<file path="src/rtl/uart9_rx.sv">
module uart9_rx #(
  parameter int DEPTH = 16,
  parameter int OVS = 16,
  localparam int CW = $clog2(DEPTH + 1),
  localparam int PW = $clog2(DEPTH),
  localparam int TW = $clog2(OVS)
) (
  input  logic          clk,
  input  logic          rst_n,
  input  logic          baud_tick,
  input  logic          rxd,
  input  logic          nine_bit_en,
  input  logic          auto_addr_en,
  input  logic [7:0]    station_addr,
  input  logic [1:0]    trig_sel,
  input  logic          rd_en,
  input  logic          ovr_clr,
  output logic [7:0]    rd_data,
  output logic          rd_addr,
  output logic          rd_ferr,
  output logic [CW-1:0] fill,
  output logic          empty,
  output logic          data_irq,
  output logic          overrun
);

  localparam logic [TW-1:0] MID  = TW'(OVS / 2 - 1);
  localparam logic [TW-1:0] LAST = TW'(OVS - 1);

  typedef enum logic [2:0] {IDLE, START, DATA, STOP, HOLD} st_t;

  st_t           st;
  logic          rx_m, rx_s;
  logic [TW-1:0] tcnt;
  logic [3:0]    bcnt;
  logic [8:0]    shreg;
  logic          fr_done, fr_b9, fr_fe;
  logic [7:0]    fr_data;
  logic          listen;

  logic [9:0]    mem [DEPTH];
  logic [PW-1:0] wp, rp;
  logic [CW-1:0] thr;

  wire last_bit = bcnt == (nine_bit_en ? 4'd8 : 4'd7);
  wire filt     = nine_bit_en && auto_addr_en;
  wire hit      = fr_data == station_addr;
  wire accept   = !filt || (fr_b9 ? hit : listen);
  wire full     = fill == CW'(DEPTH);
  wire push     = fr_done && accept && !full;
  wire lost     = fr_done && accept && full;
  wire pop      = rd_en && !empty;

  always_ff @(posedge clk or negedge rst_n)
    if (!rst_n) begin
      rx_m <= 1'b1;
      rx_s <= 1'b1;
    end else begin
      rx_m <= rxd;
      rx_s <= rx_m;
    end

  always_ff @(posedge clk or negedge rst_n)
    if (!rst_n) begin
      st      <= IDLE;
      tcnt    <= '0;
      bcnt    <= '0;
      shreg   <= '0;
      fr_done <= 1'b0;
      fr_b9   <= 1'b0;
      fr_fe   <= 1'b0;
      fr_data <= '0;
    end else begin
      fr_done <= 1'b0;
      case (st)
        IDLE:
          if (baud_tick && !rx_s) begin
            st   <= START;
            tcnt <= '0;
          end
        START:
          if (baud_tick) begin
            if (tcnt == MID) begin
              st   <= rx_s ? IDLE : DATA;
              tcnt <= '0;
              bcnt <= '0;
            end else tcnt <= tcnt + 1'b1;
          end
        DATA:
          if (baud_tick) begin
            if (tcnt == LAST) begin
              shreg <= {rx_s, shreg[8:1]};
              tcnt  <= '0;
              bcnt  <= bcnt + 1'b1;
              if (last_bit) st <= STOP;
            end else tcnt <= tcnt + 1'b1;
          end
        STOP:
          if (baud_tick) begin
            if (tcnt == LAST) begin
              fr_done <= 1'b1;
              fr_fe   <= !rx_s;
              fr_data <= nine_bit_en ? shreg[7:0] : shreg[8:1];
              fr_b9   <= nine_bit_en && shreg[8];
              st      <= rx_s ? IDLE : HOLD;
            end else tcnt <= tcnt + 1'b1;
          end
        HOLD:
          if (rx_s) st <= IDLE;
        default: st <= IDLE;
      endcase
    end

  always_ff @(posedge clk or negedge rst_n)
    if (!rst_n) listen <= 1'b0;
    else if (fr_done && filt && fr_b9) listen <= hit;

  always_ff @(posedge clk)
    if (push) mem[wp] <= {fr_fe, fr_b9, fr_data};

  always_ff @(posedge clk or negedge rst_n)
    if (!rst_n) begin
      wp      <= '0;
      rp      <= '0;
      fill    <= '0;
      overrun <= 1'b0;
    end else begin
      if (push) wp <= wp + 1'b1;
      if (pop)  rp <= rp + 1'b1;
      case ({push, pop})
        2'b10:   fill <= fill + 1'b1;
        2'b01:   fill <= fill - 1'b1;
        default: fill <= fill;
      endcase
      if (lost)         overrun <= 1'b1;
      else if (ovr_clr) overrun <= 1'b0;
    end

  always_comb
    case (trig_sel)
      2'd0:    thr = CW'(1);
      2'd1:    thr = CW'(4);
      2'd2:    thr = CW'(8);
      default: thr = CW'(14);
    endcase

  assign {rd_ferr, rd_addr, rd_data} = mem[rp];
  assign empty    = fill == '0;
  assign data_irq = fill >= thr;

endmodule

</file>
<file path="config.mk">
export PLATFORM = sky130hd
export DESIGN_NAME = uart9_rx
export DESIGN_NICKNAME = d
export VERILOG_FILES = /design/src/rtl/uart9_rx.sv
export SDC_FILE = /design/constraint.sdc
export NUM_CORES = 1
export LEC_CHECK = 0
export ABC_CLOCK_PERIOD_IN_PS = 4850
export BUFFER_PORTS_ARGS = -buffer_cell sky130_fd_sc_hd__buf_2
export CAP_MARGIN = 5
export CORE_MARGIN = 5
export CORE_UTILIZATION = 55
export CTS_CLUSTER_SIZE = 16
export DETAILED_ROUTE_END_ITERATION = 10
export GPL_TIMING_DRIVEN = 0
export PLACE_DENSITY = 0.81
export SKIP_CTS_REPAIR_TIMING = 1
export SLEW_MARGIN = 5
export SYNTH_ARGS = -nofsm -noshare
export SYNTH_HDL_FRONTEND = slang
export SYNTH_SLANG_ARGS = --single-unit
</file>
<file path="constraint.sdc">
create_clock -name clk -period 4.85 [get_ports clk]
set_clock_uncertainty 0.15 [all_clocks]
set_input_delay 1.2125 -clock clk [delete_from_list [all_inputs] [get_ports clk]]
set_output_delay 1.2125 -clock clk [all_outputs]
set_load 0.02 [all_outputs]
</file>
==> summary by stage <==
Clocking
TritonCTS built the clock tree. After clock tree synthesis, the clock-pin slew on the worst setup and hold paths is 0.06 ns. The number of levels in the clock H-tree is 1. At the later pin of the worst-skew pair, clock insertion delay measures 0.50 ns.

The number of buffers inserted during clock tree synthesis is 21. The clock tree buffer depth is 3. CTS placed an instance of sky130_fd_sc_hd__clkbuf_16 at the clock tree root. The clock drives 208 sinks.

Synthesis
The sequential element share of the synthesized area is between 60 and 70%. The post-synthesis cell type count is 44. The post-synthesis async set-or-reset flop share is between 20% and 30%. The synthesized design spends more area on one cell type than any other, namely sky130_fd_sc_hd__edfxtp_1. The number of nets in the synthesized netlist is around 530. A synthesized cell averages ~18 um2.

For this run, the leading register cell type out of synthesis is sky130_fd_sc_hd__edfxtp_1. The synthesized flop and latch total is approximately 210. The most common cell in the synthesized netlist is sky130_fd_sc_hd__edfxtp_1.

After synthesis, the largest area contributor takes up between 50 and 60% of total cell area. In this run, synthesis inferred 160 flip-flops with an integrated enable. The number of warnings issued by yosys is 0. Sorting the synthesized cells by area gives the leading types as sky130_fd_sc_hd__edfxtp_1 55%, sky130_fd_sc_hd__dfrtp_1 13%, sky130_fd_sc_hd__mux4_2 13%, sky130_fd_sc_hd__ha_1 2.2%, sky130_fd_sc_hd__xor2_1 1.6%.

After synthesis the cells add up to approximately 8700 um2. After technology mapping, the gate count stands at approximately 500. By count the netlist is led by 160 x sky130_fd_sc_hd__edfxtp_1, 50 x sky130_fd_sc_hd__mux4_2, 46 x sky130_fd_sc_hd__dfrtp_1.

Detailed routing
The average routed wire per standard cell is around 22 um. In this run, the number of DRC markers left after iteration 0 of detailed routing was roughly 340. The first detailed-routing pass ran for 5 iterations. The post-detailed-route via-to-cell ratio is 5.885. The number of nets with antenna violations after routing is 0. The vias after detailed routing is around 4600. The routed design has around 17 mm of wire. The number of remaining DRC errors is 0.

Timing
The max-slew violation count came to 0. The total count of hold-check failures in the final report is 0. The number of setup violations in the final report is 0.

The highest clock frequency the design can meet is ~240 MHz. Setup repair after global routing left no endpoint under its margin. Summed over all failing endpoints, the final setup total negative slack is 0 ns.

The post-route fraction of the period consumed by the critical path is between 80% and 90%. The relative max-transition margin is between 20% and 30%. For the finished layout, the period the worst path requires is about 4.2 ns.

The worst hold margin is about 0.21 ns. The measured slew at the worst slew-check pin is approximately 1.1 ns.

Setup path
The end of the critical path is rd_data[0]. Across all register-to-register paths, the minimum setup slack is slightly above 0.8 ns. The nature of the critical path endpoint is an output port. The class of the most critical setup path is reg -> out. The cell count of the worst reg-to-reg path is 13. Tracing the worst setup path back leads to its startpoint at rp[1]. The reg-to-reg startpoint is fr_data[7].

The capturing point of the worst reg2reg path is fill[4]. The signal arrival time at the worst endpoint is roughly 2.8 ns. The worst setup path is launched from a flop. The largest driver fanout on the critical path is 10. The critical path data required time is about 3.5 ns.

Worst hold path
The worst hold path was traced through 0 stages. The type of the tightest min-delay check is reg -> reg. The startpoint of the most critical hold path is rx_m.

Place
Routability-driven placement finished with a final weighted congestion of 0.8705. The number of input and output port buffers inserted is 35. The placed wire-length estimate after detailed placement is around 11 mm.

Floorplan
The placeable core region is ~16000 um2. The die outline height is between 100 and 150 um. The site row count is 46. For this configuration, the core starts out at a cell density of about 55%. The die covers roughly 18000 um2. The die boundary width is between 100 and 150 um.

During I/O placement, the number of pins put on the boundary was 36.

Layout
After the last flow step, the layout net total stands at slightly below 600. The fraction of layout cells with a size suffix above 1 is a little over a quarter. The sequential cell area in the final layout is 6008 um2.

The antenna diode instance count is 0. Compared with the post-synthesis result, the final layout area differs by 12.79%. The multi-input combinational cell area is roughly 2500 um2.

The filler cell count in the final layout is about 1100.

Flow run
The total of max-cap violations is 0.

GRT
The combined global-route utilization of all metal layers is 19.18%. The initial antenna violation count came to 0. Entering global routing, the biggest net connects 49 pins. The global-route wire length before repair is around 26 mm. The number of global-route vias before repair came to between 4000 and 5000.

After global routing the overflow that remains totals 0.

Status
The flow ran to the end, and the final reports show no timing, DRC or antenna violations.

Pwr
Across the VDD grid, the largest voltage drop is between 0.3 and 0.4 mV. The analysis attributes to cell leakage a power of about 0.0036 uW. Power spread over the standard cell area amounts to a little under 500 nW/um2.
## critical path: stages (launching register included)
cell and delay [ns]:
sky130_fd_sc_hd__dfrtp_1 0.35, sky130_fd_sc_hd__clkbuf_1 0.25, sky130_fd_sc_hd__clkbuf_1 0.63, sky130_fd_sc_hd__mux4_2 0.43, sky130_fd_sc_hd__mux4_2 0.50, sky130_fd_sc_hd__buf_2 0.18
## registers in the layout, summed over array words and instances (netlist names)
signal / cells
mem: 160
shreg: 9
fr_data: 8
fill: 5
bcnt: 4
rp: 4
tcnt: 4
wp: 4
st: 3
fr_b9: 1
fr_done: 1
fr_fe: 1
listen: 1
overrun: 1
rx_m: 1
rx_s: 1
## per-layer routing
metal  vias to the layer above  global-route usage, %  share of wire, %
met1                      2393                  26.08                41
met5                         -                      0                 0
met3                        21                  3.529               5.6
li1                       2042                      -                 -
met2                       140                  32.66                51
met4                         0                  4.479               1.5
## placed cells by master (no fill, tap or decap), drive strengths merged, types with 2 or more instances in the layout
master	n
edfxtp	160
mux4	50
dfrtp	46
buf	44
clkbuf	37
nand2	32
o21ai	19
and3	18
xor2	16
ha	15
nor2	15
inv	13
mux2	13
clkinv	12
mux2i	9
nand3	8
nor2b	7
nor3	6
a21oi	6
nand4	6
xnor2	5
nand2b	4
nor4	2
and2	2
o31ai	2
or3b	2
a21o	2
o41ai	2
dfstp	2
## power breakdown
part,internal [uW],switching (uW)
registers,2010,116
logic,545,638
clock network,896,645
total,3450,1400
## logic make-up after synthesis
group	Yosys count	share of synthesized area, %
buffers and inverters	34	1.774
XOR/XNOR	21	2.120
AND/OR/NAND/NOR	103	6.101
flip-flops	208	69.26
adder cells (fa/ha/maj)	16	2.394
AO/OA/AOI/OAI	38	2.640
multiplexers	72	15.71
## per-stage QoR
stage | total power [uW] | cell area (um2) | cells | worst slack, ns | util [%]
after floorplan | 3036 | 8675 | 492 | 0.9307 | -
after global placement | 3303 | 9120 | 743 | 0.4538 | 58.26
after detailed placement | 3354 | 9120 | 743 | 0.2804 | 58.26
after CTS | 4892 | 9784 | 781 | 0.6288 | 62.50
after global routing | 5083 | 9784 | 781 | 0.5461 | 62.50
final | 4847 | 9784 | 781 | 0.6494 | 62.50
## area by class of cell
class	count	share of cell area, %
sequential	208	61.41
tap	216	2.762
timing repair buffer	35	1.790
clock buffer	24	5.806
clock inverter	14	0.9847
inverter	12	0.4604
buffer	22	1.113
multi-input combinational	250	25.68
## worst min path at each step
stage / slack, ns / to
floorplan: 0.20 / rx_s
CTS: 0.21 / rx_s
finish: 0.21 / rx_s
global placement: 0.20 / rx_s
global route: 0.21 / rx_s
detailed placement: 0.20 / rx_s
No activity file was read; power rests on OpenSTA's default activity.
